### config.mk
export PLATFORM = sky130hd
export DESIGN_NAME = spi_unit
export DESIGN_NICKNAME = d
export VERILOG_FILES = /design/src/rtl/spi_pkg.sv /design/src/rtl/spi_sync.sv /design/src/rtl/spi_clkgen.sv /design/src/rtl/spi_shift.sv /design/src/rtl/spi_unit.sv
export SDC_FILE = /design/constraint.sdc
export NUM_CORES = 1
export LEC_CHECK = 0
export ABC_CLOCK_PERIOD_IN_PS = 4300
export BUFFER_PORTS_ARGS = -buffer_cell sky130_fd_sc_hd__buf_2
export CAP_MARGIN = 20
export CORE_ASPECT_RATIO = 1.4
export CORE_UTILIZATION = 60
export DETAILED_ROUTE_END_ITERATION = 7
export PLACE_DENSITY = 0.78
export SYNTH_ARGS = -nofsm -noshare
export SYNTH_HDL_FRONTEND = slang
export SYNTH_SLANG_ARGS = --single-unit
export TNS_END_PERCENT = 30
### constraint.sdc
create_clock -name clk -period 4.3 [get_ports clk]
set_input_delay 0.43 -clock clk [delete_from_list [all_inputs] [get_ports clk]]
set_output_delay 0.43 -clock clk [all_outputs]
set_load 0.005 [all_outputs]
### src/rtl/spi_pkg.sv
package spi_pkg;
  localparam int BYTE_W = 8;
  localparam int DIV_W  = 7;
  localparam int EDGES  = 2 * BYTE_W;

  typedef enum logic [1:0] {
    ADDR_CTRL = 2'd0,
    ADDR_STAT = 2'd1,
    ADDR_DATA = 2'd2
  } addr_e;

  typedef struct packed {
    logic       irq_en;
    logic       enable;
    logic       lsb_first;
    logic       master;
    logic       cpol;
    logic       cpha;
    logic [1:0] rate;
  } ctrl_t;

  // half-period in system cycles minus one
  function automatic logic [DIV_W-1:0] half_limit(input logic [1:0] rate, input logic dbl);
    logic [2:0] e;
    case (rate)
      2'd0:    e = 3'd1;
      2'd1:    e = 3'd3;
      2'd2:    e = 3'd5;
      default: e = 3'd6;
    endcase
    e = e - {2'b00, dbl};
    return DIV_W'((32'd1 << e) - 32'd1);
  endfunction

  function automatic logic [BYTE_W-1:0] flip(input logic [BYTE_W-1:0] d);
    logic [BYTE_W-1:0] r;
    for (int i = 0; i < BYTE_W; i++) r[i] = d[BYTE_W-1-i];
    return r;
  endfunction
endpackage

### src/rtl/spi_sync.sv
module spi_sync #(
  parameter int           W       = 1,
  parameter int           STAGES  = 2,
  parameter logic [W-1:0] RST_VAL = '0
) (
  input  logic         clk,
  input  logic         rst_n,
  input  logic [W-1:0] d,
  output logic [W-1:0] q
);
  logic [STAGES-1:0][W-1:0] pipe_q;

  always_ff @(posedge clk or negedge rst_n) begin
    if (!rst_n) pipe_q <= {STAGES{RST_VAL}};
    else        pipe_q <= {pipe_q[STAGES-2:0], d};
  end

  assign q = pipe_q[STAGES-1];
endmodule

### src/rtl/spi_clkgen.sv
module spi_clkgen #(
  parameter int DIV_W = 7,
  parameter int EDGES = 16
) (
  input  logic             clk,
  input  logic             rst_n,
  input  logic             start,
  input  logic             abort,
  input  logic [DIV_W-1:0] lim,
  output logic             run,
  output logic             lvl,
  output logic             edge_stb,
  output logic             edge_lead
);
  localparam int EC_W = $clog2(EDGES + 1);

  logic             run_q, run_d, lvl_q, lvl_d;
  logic [DIV_W-1:0] cnt_q, cnt_d;
  logic [EC_W-1:0]  ec_q, ec_d;
  logic             tick, last;

  assign tick      = run_q && (cnt_q == lim);
  assign last      = (ec_q == EC_W'(EDGES));
  assign edge_stb  = tick && !last;
  assign edge_lead = ~lvl_q;

  always_comb begin
    run_d = run_q;
    lvl_d = lvl_q;
    cnt_d = cnt_q;
    ec_d  = ec_q;
    if (start) begin
      run_d = 1'b1;
      lvl_d = 1'b0;
      cnt_d = '0;
      ec_d  = '0;
    end else if (abort) begin
      run_d = 1'b0;
      lvl_d = 1'b0;
    end else if (run_q) begin
      if (tick) begin
        cnt_d = '0;
        if (last) begin
          run_d = 1'b0;
        end else begin
          ec_d  = ec_q + 1'b1;
          lvl_d = ~lvl_q;
        end
      end else begin
        cnt_d = cnt_q + 1'b1;
      end
    end
  end

  always_ff @(posedge clk or negedge rst_n) begin
    if (!rst_n) begin
      run_q <= 1'b0;
      lvl_q <= 1'b0;
      cnt_q <= '0;
      ec_q  <= '0;
    end else begin
      run_q <= run_d;
      lvl_q <= lvl_d;
      cnt_q <= cnt_d;
      ec_q  <= ec_d;
    end
  end

  assign run = run_q;
  assign lvl = lvl_q;
endmodule

### src/rtl/spi_shift.sv
module spi_shift #(
  parameter int W = 8
) (
  input  logic         clk,
  input  logic         rst_n,
  input  logic         load,
  input  logic [W-1:0] load_val,
  input  logic         clr,
  input  logic         prime,
  input  logic         edge_stb,
  input  logic         edge_lead,
  input  logic         cpha,
  input  logic         sin,
  output logic         sout,
  output logic         done,
  output logic [W-1:0] rx_val
);
  localparam int BC_W = $clog2(W);

  logic [W-1:0]    sr_q, sr_d;
  logic [BC_W-1:0] bc_q, bc_d;
  logic            ob_q, ob_d;
  logic            sample, launch;

  assign sample = edge_stb && (edge_lead ^ cpha);
  assign launch = edge_stb && !(edge_lead ^ cpha);
  assign rx_val = {sr_q[W-2:0], sin};
  assign done   = sample && (bc_q == BC_W'(W - 1));

  always_comb begin
    sr_d = sr_q;
    bc_d = bc_q;
    ob_d = ob_q;
    if (load) begin
      sr_d = load_val;
      bc_d = '0;
      ob_d = load_val[W-1];
    end else if (clr) begin
      bc_d = '0;
    end else if (prime) begin
      bc_d = '0;
      ob_d = sr_q[W-1];
    end else begin
      if (sample) begin
        sr_d = rx_val;
        bc_d = bc_q + 1'b1;
      end
      if (launch) ob_d = sr_q[W-1];
    end
  end

  always_ff @(posedge clk or negedge rst_n) begin
    if (!rst_n) begin
      sr_q <= '0;
      bc_q <= '0;
      ob_q <= 1'b0;
    end else begin
      sr_q <= sr_d;
      bc_q <= bc_d;
      ob_q <= ob_d;
    end
  end

  assign sout = ob_q;
endmodule

### src/rtl/spi_unit.sv
module spi_unit
  import spi_pkg::*;
#(
  parameter int SYNC_STAGES = 2
) (
  input  logic       clk,
  input  logic       rst_n,
  input  logic [1:0] reg_sel,
  input  logic       wr_en,
  input  logic       rd_en,
  input  logic [7:0] wdata,
  output logic [7:0] rdata,
  output logic       irq,
  input  logic       sck_i,
  output logic       sck_o,
  output logic       sck_oe,
  input  logic       mosi_i,
  output logic       mosi_o,
  output logic       mosi_oe,
  input  logic       miso_i,
  output logic       miso_o,
  output logic       miso_oe,
  input  logic       ss_n_i,
  output logic       sel_n_o
);
  // reset: asserted at once, released through two flops
  logic [1:0] rst_pipe_q;
  logic       rst_int_n;
  always_ff @(posedge clk or negedge rst_n) begin
    if (!rst_n) rst_pipe_q <= 2'b00;
    else        rst_pipe_q <= {rst_pipe_q[0], 1'b1};
  end
  assign rst_int_n = rst_pipe_q[1];

  // outside pins into the clock domain
  logic ss_s, sck_s, mosi_s, sck_d_q, ss_d_q;
  spi_sync #(.W(3), .STAGES(SYNC_STAGES), .RST_VAL(3'b100)) u_sync (
    .clk(clk), .rst_n(rst_int_n),
    .d({ss_n_i, sck_i, mosi_i}), .q({ss_s, sck_s, mosi_s})
  );
  always_ff @(posedge clk or negedge rst_int_n) begin
    if (!rst_int_n) begin
      sck_d_q <= 1'b0;
      ss_d_q  <= 1'b1;
    end else begin
      sck_d_q <= sck_s;
      ss_d_q  <= ss_s;
    end
  end

  ctrl_t      ctrl_q, ctrl_d;
  logic       dbl_q, dbl_d, done_q, done_d, wcol_q, wcol_d, armed_q, armed_d;
  logic [7:0] rx_q, rx_d;

  logic cfg_cpol, cfg_master, is_master, slave_act, fault, busy;
  logic wr_data, data_acc, stat_rd, start, load, collide;
  logic g_run, g_lvl, g_edge, g_lead, s_edge, s_lead;
  logic edge_stb, edge_lead, sin, sout, sh_done, prime, clr;
  logic [7:0] rx_val, load_val;
  logic [DIV_W-1:0] lim;

  assign cfg_cpol   = ctrl_q.cpol;
  assign cfg_master = ctrl_q.master;
  assign is_master  = ctrl_q.enable & cfg_master;
  assign slave_act  = ctrl_q.enable & ~cfg_master & ~ss_s;
  assign fault      = is_master & ~ss_s;
  assign busy       = g_run | slave_act;

  assign wr_data  = wr_en && (reg_sel == ADDR_DATA);
  assign data_acc = (wr_en || rd_en) && (reg_sel == ADDR_DATA);
  assign stat_rd  = rd_en && (reg_sel == ADDR_STAT);
  assign load     = wr_data && !busy;
  assign start    = load && is_master && !fault;
  assign collide  = wr_data && busy;
  assign load_val = ctrl_q.lsb_first ? flip(wdata) : wdata;
  assign lim      = half_limit(ctrl_q.rate, dbl_q);

  spi_clkgen #(.DIV_W(DIV_W), .EDGES(EDGES)) u_clkgen (
    .clk(clk), .rst_n(rst_int_n), .start(start), .abort(fault), .lim(lim),
    .run(g_run), .lvl(g_lvl), .edge_stb(g_edge), .edge_lead(g_lead)
  );

  assign s_edge    = slave_act && (sck_s != sck_d_q);
  assign s_lead    = (sck_s != cfg_cpol);
  assign edge_stb  = is_master ? g_edge : s_edge;
  assign edge_lead = is_master ? g_lead : s_lead;
  assign sin       = is_master ? miso_i : mosi_s;
  assign clr       = ~is_master & ss_s;
  assign prime     = ~is_master & ~ss_s & ss_d_q;

  spi_shift #(.W(BYTE_W)) u_shift (
    .clk(clk), .rst_n(rst_int_n), .load(load), .load_val(load_val),
    .clr(clr), .prime(prime), .edge_stb(edge_stb), .edge_lead(edge_lead),
    .cpha(ctrl_q.cpha), .sin(sin), .sout(sout), .done(sh_done), .rx_val(rx_val)
  );

  // register next state
  always_comb begin
    ctrl_d  = ctrl_q;
    dbl_d   = dbl_q;
    done_d  = done_q;
    wcol_d  = wcol_q;
    armed_d = armed_q;
    rx_d    = rx_q;
    if (wr_en && reg_sel == ADDR_CTRL) ctrl_d = ctrl_t'(wdata);
    if (wr_en && reg_sel == ADDR_STAT) dbl_d = wdata[0];
    if (fault) ctrl_d.master = 1'b0;
    if (stat_rd && (done_q || wcol_q)) armed_d = 1'b1;
    if (data_acc && armed_q) begin
      done_d  = 1'b0;
      wcol_d  = 1'b0;
      armed_d = 1'b0;
    end
    if (sh_done) rx_d = ctrl_q.lsb_first ? flip(rx_val) : rx_val;
    if (sh_done || fault) done_d = 1'b1;
    if (collide) wcol_d = 1'b1;
  end

  always_ff @(posedge clk or negedge rst_int_n) begin
    if (!rst_int_n) begin
      ctrl_q  <= '0;
      dbl_q   <= 1'b0;
      done_q  <= 1'b0;
      wcol_q  <= 1'b0;
      armed_q <= 1'b0;
      rx_q    <= '0;
    end else begin
      ctrl_q  <= ctrl_d;
      dbl_q   <= dbl_d;
      done_q  <= done_d;
      wcol_q  <= wcol_d;
      armed_q <= armed_d;
      rx_q    <= rx_d;
    end
  end

  always_comb begin
    case (reg_sel)
      ADDR_CTRL: rdata = ctrl_q;
      ADDR_STAT: rdata = {done_q, wcol_q, 5'b00000, dbl_q};
      ADDR_DATA: rdata = rx_q;
      default:   rdata = '0;
    endcase
  end

  assign irq     = done_q & ctrl_q.irq_en;
  assign sel_n_o = ~g_run;
  assign sck_o   = cfg_cpol ^ g_lvl;
  assign sck_oe  = is_master;
  assign mosi_o  = sout;
  assign mosi_oe = is_master;
  assign miso_o  = sout;
  assign miso_oe = slave_act;
endmodule

; ---- Word-level counts from Yosys, hierarchy flattened
; Index checks and enable logic that the tools add are counted.
[word_totals]
register_bits = 56
output_inout_bits = 16
[classes]
n_mux = 45
n_bitwise = 16
add_sub_neg = 5
shift = 1
n_reduce_logical = 42
n_eq_ne = 14
[ops]
columns = op, n
row1 = $mux W8, 6
row2 = $mux W5, 6
row3 = $mux W7, 4
row4 = $pmux W8 S3, 1
row5 = $mux W1, 23
row6 = $logic_and A1 B1 Y1, 17
row7 = $reduce_bool A2 Y1, 7
row8 = $mux W3, 4
row9 = $pmux W3 S3, 1
row10 = $reduce_bool A3 Y1, 3
row11 = $and A1 B1 Y1, 8
row12 = $add A7 B1 Y7 const B, 1
row13 = $eq A7 B7 Y1, 1
row14 = $shl A1 B3 Y7 const A, 1
row15 = $sub A7 B1 Y7 const B, 1
row16 = $ne A2 B2 Y1 const B, 3
row17 = $reduce_and A3 Y1, 2
row18 = $add A5 B1 Y5 const B, 1
row19 = $eq A5 B5 Y1 const B, 1
row20 = $not A1 Y1, 5
row21 = $eq A2 B1 Y1 const B, 2
row22 = $eq A2 B2 Y1 const B, 2
row23 = $logic_not A1 Y1, 4
row24 = $logic_not A2 Y1, 2
row25 = 12 further kinds, 17

; ---- Longest topological paths before layout
[logic_depth]
depth_word = 14
mapped_depth = 16

; ---- Cells and area by module
; From an unflattened synthesis, not the netlist that was laid out.
[unflattened]
cells_unflattened = 348
hier_area_um2 = 3457.1
[by_module_without_submodules]
columns = module, area_each_um2, cells_each, instances
row1 = spi_unit, 1556.5, 157, 1
row2 = spi_clkgen, 964.7, 102, 1
row3 = spi_shift, 760.7, 80, 1
row4 = spi_sync, 175.2, 9, 1

; ---- Least setup slack after synthesis
; OpenSTA, ideal clock, no wires.
[synth_timing]
kind = register to register
start = reg ctrl_q[0] (netlist bit)
end = reg u_shift.sr_q[0]
synth_period_minus_slack_ps = 3135
path_stages_with_launch = 16
setup_slack_ps = 1165
t_arrival_ps = 3009
path_cell_list = dfrtp_1 buf_2 and2_1 ha_1 xnor2_2 nand3_1 ha_1 buf_2 xor2_1 xnor2_1 a211oi_1 o2111ai_2 o21ai_4 nor2b_2 buf_6 a221o_1
[synth_between]
elab_chain_len = 12
elab_cells_between_ends = 14
classes_between = add/sub (2) / eq/ne (3) / shift (1) / mux (2) / reduce/logical (6)
[synth_lines]
columns = element, line
row1 = start: declaration, spi_unit.sv:51  ; ctrl_t ctrl_q, ctrl_d;
row2 = start signal: assignment, spi_unit.sv:128  ; ctrl_q <= ctrl_d;
row3 = "$eq A2 B2 Y1, or another cell as far along", spi_pkg.sv:25  ; case (rate)
row4 = $pmux W3 S3 (*), spi_pkg.sv:25
row5 = $sub A3 B1 Y3 (*), spi_pkg.sv:31  ; e = e - {2'b00, dbl};
row6 = $shl A1 B3 Y7 (*), spi_pkg.sv:32  ; return DIV_W'((32'd1 << e) - 32'd1);
row7 = $sub A7 B1 Y7 (*), spi_pkg.sv:32
row8 = $eq A7 B7 Y1 (*), spi_clkgen.sv:22  ; assign tick = run_q && (cnt_q == lim);
row9 = $logic_and A1 B1 Y1 (*), spi_clkgen.sv:22
row10 = $logic_and A1 B1 Y1 (*), spi_clkgen.sv:24  ; assign edge_stb = tick && !last;
row11 = $mux W1 (*), spi_unit.sv:85  ; assign edge_stb = is_master ? g_edge : s_edge;
row12 = $logic_and A1 B1 Y1 (*), spi_shift.sv:25  ; assign sample = edge_stb && (edge_lead ^ cpha);
row13 = $reduce_bool A2 Y1 (no source line) (*), -
row14 = $reduce_and A3 Y1 (no source line) (*), -
row15 = end signal: assignment, spi_shift.sv:58  ; sr_q <= sr_d;
row16 = end: declaration, spi_shift.sv:20  ; logic [W-1:0] sr_q, sr_d;
; Every way passes the cells marked *; elsewhere a longest branch is shown, timed or not.
; A chain may end at the register's enable or synchronous reset.

; ---- Final worst setup path
[layout_timing]
start = reg ctrl_q[1] (netlist bit)
end = reg rx_q[0]
[layout_between]
elab_chain_len = 11
elab_cells_between_ends = 13
classes_between = add/sub (2) / eq/ne (3) / shift (1) / mux (2) / reduce/logical (5)
[layout_lines]
columns = element, line
row1 = "$eq A2 B2 Y1, or another cell as far along", spi_pkg.sv:25
row2 = $pmux W3 S3 (*), spi_pkg.sv:25
row3 = $sub A3 B1 Y3 (*), spi_pkg.sv:31
row4 = $shl A1 B3 Y7 (*), spi_pkg.sv:32
row5 = $sub A7 B1 Y7 (*), spi_pkg.sv:32
row6 = $eq A7 B7 Y1 (*), spi_clkgen.sv:22
row7 = $logic_and A1 B1 Y1 (*), spi_clkgen.sv:22
row8 = $logic_and A1 B1 Y1 (*), spi_clkgen.sv:24
row9 = $mux W1 (*), spi_unit.sv:85
row10 = $logic_and A1 B1 Y1 (*), spi_shift.sv:25
row11 = $logic_and A1 B1 Y1 (*), spi_shift.sv:28  ; assign done = sample && (bc_q == BC_W'(W - 1));
row12 = end signal: assignment, spi_unit.sv:133  ; rx_q <= rx_d;
row13 = end: declaration, spi_unit.sv:53  ; logic [7:0] rx_q, rx_d;
; Marks and branches as above.

==> impl_metrics.env <==
export IMPL_grt_ovfl_total=0
export IMPL_clock_path_buffers=2
export IMPL_swShare_pct=39.2
export IMPL_crit_fanout=16
export IMPL_report_final_hold_viol_count=0
export IMPL_placed_area_um2=3420
export IMPL_worst_pin_slew_ns=0.915
export IMPL_cts_tree="done"
export IMPL_syn_area_um2=3240
export IMPL_antenna_found_initial=0
export IMPL_switching_power_uw=702
export IMPL_grt_pass1_vias=2429
export IMPL_finalSetupViolCount=0
export IMPL_reg2reg_depth=12
export IMPL_htree_levels=2
export IMPL_ys_types=57
export IMPL_synthArstFlopShare_pct=100
export IMPL_dieArea_um2=5710
export IMPL_final_util_pct=67.7
export IMPL_final_cell_area_um2=3520
export IMPL_portBuffers=33
export IMPL_r2r_start="ctrl_q[1]$_DFFE_PN0P_"
export IMPL_synthCells=323
export IMPL_combPwrFrac_pct=36.6
export IMPL_fmax_mhz=266
export IMPL_yosysMostFrequentCell="dfrtp_1"
export IMPL_power_frac_seq_pct=46.2
export IMPL_io_pins=34
export IMPL_ys_seq_elements=56
export IMPL_clock_latency_ns=0.31
export IMPL_power_density_nw_per_um2=509
export IMPL_synth_edf_count=0
export IMPL_pwr_share_clk_pct=17.1
export IMPL_areaGrowthSynthToFinish_pct=8.61
export IMPL_yosys_warnings=0
export IMPL_period_minus_slack_ns=3.76
export IMPL_p_int_uw=1090
export IMPL_hold_buffers=1
export IMPL_drv_slew=0
export IMPL_start_kind="register"
export IMPL_dieWidth_um=64.1
export IMPL_synth_top_area_share_pct=40.9
export IMPL_ys_seq_area_share_pct=43.3
export IMPL_grt_use_total_pct=26.7
export IMPL_avgRoutedWirePerCell_um=16.8
export IMPL_layout_setup_ws_ns=0.543
export IMPL_grt_pass1_wl_um=11600
export IMPL_r2r_end="rx_q[0]$_DFFE_PN0P_"
export IMPL_cts_root_buf="clkbuf_8"
export IMPL_synth_area_leader_cell="dfrtp_1"
export IMPL_totalWireLength_um=7020
export IMPL_cts_sinks=56
export IMPL_status="complete, no violations"
export IMPL_cts_made_buffers=5
export IMPL_p_leak_uw=0.00157
export IMPL_drtPass1Iterations=4
export IMPL_vdd_drop_max_v=0.000307
export IMPL_timing_final_crit_share_pct=87.4
export IMPL_max_slew_margin_rel_pct=38.8
export IMPL_drive_gt1_share_pct=20.5
export IMPL_fin_tns_setup_ns=0
export IMPL_num_vias=2462
export IMPL_drtIter0Drc=165
export IMPL_syn_num_nets=348
export IMPL_yosys_top_cells_area="dfrtp_1 41%, mux2i_1 8.6%, nor2_1 4.3%"
export IMPL_r2r_slack_ns=0.54
export IMPL_num_rows=31
export IMPL_place_congestion=0.891
export IMPL_crit_type="reg2reg"
export IMPL_max_cap_violations=0
export IMPL_drtAntennaViolNets=0
export IMPL_n_antenna_cell=0
export IMPL_grt_max_degree=39
export IMPL_clkTransAtPathRegs_ns=0.11
export IMPL_viasPerCell=5.90
export IMPL_synth_top_cells_by_count="53 x dfrtp_1, 37 x nor2_1, 28 x mux2i_1, 21 x nand2_1, 19 x a21oi_1"
export IMPL_synth_top_flop_cell="dfrtp_1"
export IMPL_post_cts_buffers=0
export IMPL_hold_class="reg2async"
export IMPL_grt_setup_unrepaired="false"
export IMPL_start_util_pct=62.4
export IMPL_cp_end_kind="register"
export IMPL_coreArea_um2=5200
export IMPL_ctsResizeCount=0
export IMPL_die_h_um=89.0
export IMPL_syn_area_per_cell_um2=10.0
export IMPL_clock_skew_ns=0.0122
export IMPL_arrival_ns=3.96
export IMPL_hpwl_um=5260
export IMPL_crit_required_ns=4.51
export IMPL_nNetsFinal=375
export IMPL_holdWs_ns=0.191
export IMPL_pre_cts_ws_ns=0.583
export IMPL_drcViolationCount=0
[sequential cells by signal, summed over array words and instances, names as in the netlist, 2 cells and up]
| register | cells |
|---|---|
| u_clkgen.cnt_q | 7 |
| u_sync.pipe_q | 3 |
| ctrl_q | 6 |
| u_shift.sr_q | 8 |
| rst_pipe_q | 2 |
| rx_q | 8 |
| u_shift.bc_q | 3 |
| u_sync.q | 3 |
| u_clkgen.ec_q | 5 |
[area by class of cell]
class | count | area [um^2]
inverters | 9 | 33.8
clock buffers | 5 | 68.8
repair buffers | 36 | 190
well taps | 66 | 82.6
flip-flops and latches | 56 | 1410
clock inverters | 3 | 25.0
multi-input cells | 242 | 1710
fillers | 445 | 1680
[routing by layer]
metal,vias to the layer above,wire length (um),GRT usage (%)
li1,1201,-,-
met1,1196,2900,33.1
met2,52,3710,46.0
met3,13,218,4.08
met4,0,193,12.9
met5,-,0,0
[power groups by stage]
stage | sequential [uW] | clock, uW | combinational [uW]
after floorplan | 770 | 0 | 556
after global placement | 832 | 0 | 633
after detailed placement | 839 | 0 | 650
after CTS | 828 | 313 | 658
after global routing | 852 | 333 | 735
final | 828 | 307 | 656
[critical path: stages, from the launching register on]
cell and delay [ns]:
dfrtp_1 0.56, and2_1 0.19, ha_1 0.32, xnor2_2 0.18
nand3_1 0.11, ha_1 0.32, xor2_1 0.20, xnor2_1 0.15
a211oi_1 0.30, o2111ai_2 0.24, o21ai_2 0.58, nand2_2 0.15
mux2_1 0.34
[kinds of logic (layout without fill, tap and decap cells)]
kind of cell,after synthesis,in the layout,share of synthesized area [%]
buffers and inverters,25,53,3.94
AND/OR/NAND/NOR,109,109,18.0
adder cells (fa/ha/maj),7,7,2.70
AO/OA/AOI/OAI,67,67,14.1
flip-flops,56,56,43.3
other,1,1,0.116
XOR/XNOR,20,20,5.64
multiplexers,38,38,12.1
[stage by stage]
| stage | std cells | power (uW) |
|---|---|---|
| 2_1_floorplan | 323 | 1330 |
| 3_3_place_gp | 408 | 1470 |
| 3_5_place_dp | 408 | 1490 |
| 4_1_cts | 417 | 1800 |
| 5_1_grt | 417 | 1920 |
| 6_report | 417 | 1790 |
[layout by cell type, fill, tap and decap left out, types with 6 or more instances in the layout]
master and count:
nor2_1 37, xor2_1 7, a21oi_1 19, inv_1 8, mux2i_1 28, nand2_1 21, mux2_2 8, ha_1 7
xnor2_1 12, nand3_1 6, dfrtp_1 52, buf_2 33, nand3b_1 7, o21ai_0 11, a221o_1 7, a31oi_1 10
[worst max-delay path by stage]
stage / slack [ns] / endpoint / cells after the start / from
after detailed placement: 0.58 / rx_q[0]$_DFFE_PN0P_ / 12 / ctrl_q[1]$_DFFE_PN0P_
after global placement: 0.70 / rx_q[0]$_DFFE_PN0P_ / 11 / ctrl_q[1]$_DFFE_PN0P_
after CTS: 0.54 / rx_q[0]$_DFFE_PN0P_ / 12 / ctrl_q[1]$_DFFE_PN0P_
after floorplan: 1.17 / u_shift.sr_q[0]$_DFFE_PN0P_ / 15 / ctrl_q[0]$_DFFE_PN0P_
after global routing: 0.18 / rx_q[0]$_DFFE_PN0P_ / 12 / ctrl_q[1]$_DFFE_PN0P_
final: 0.54 / rx_q[0]$_DFFE_PN0P_ / 12 / ctrl_q[1]$_DFFE_PN0P_
(Power assumes the default switching activity.)
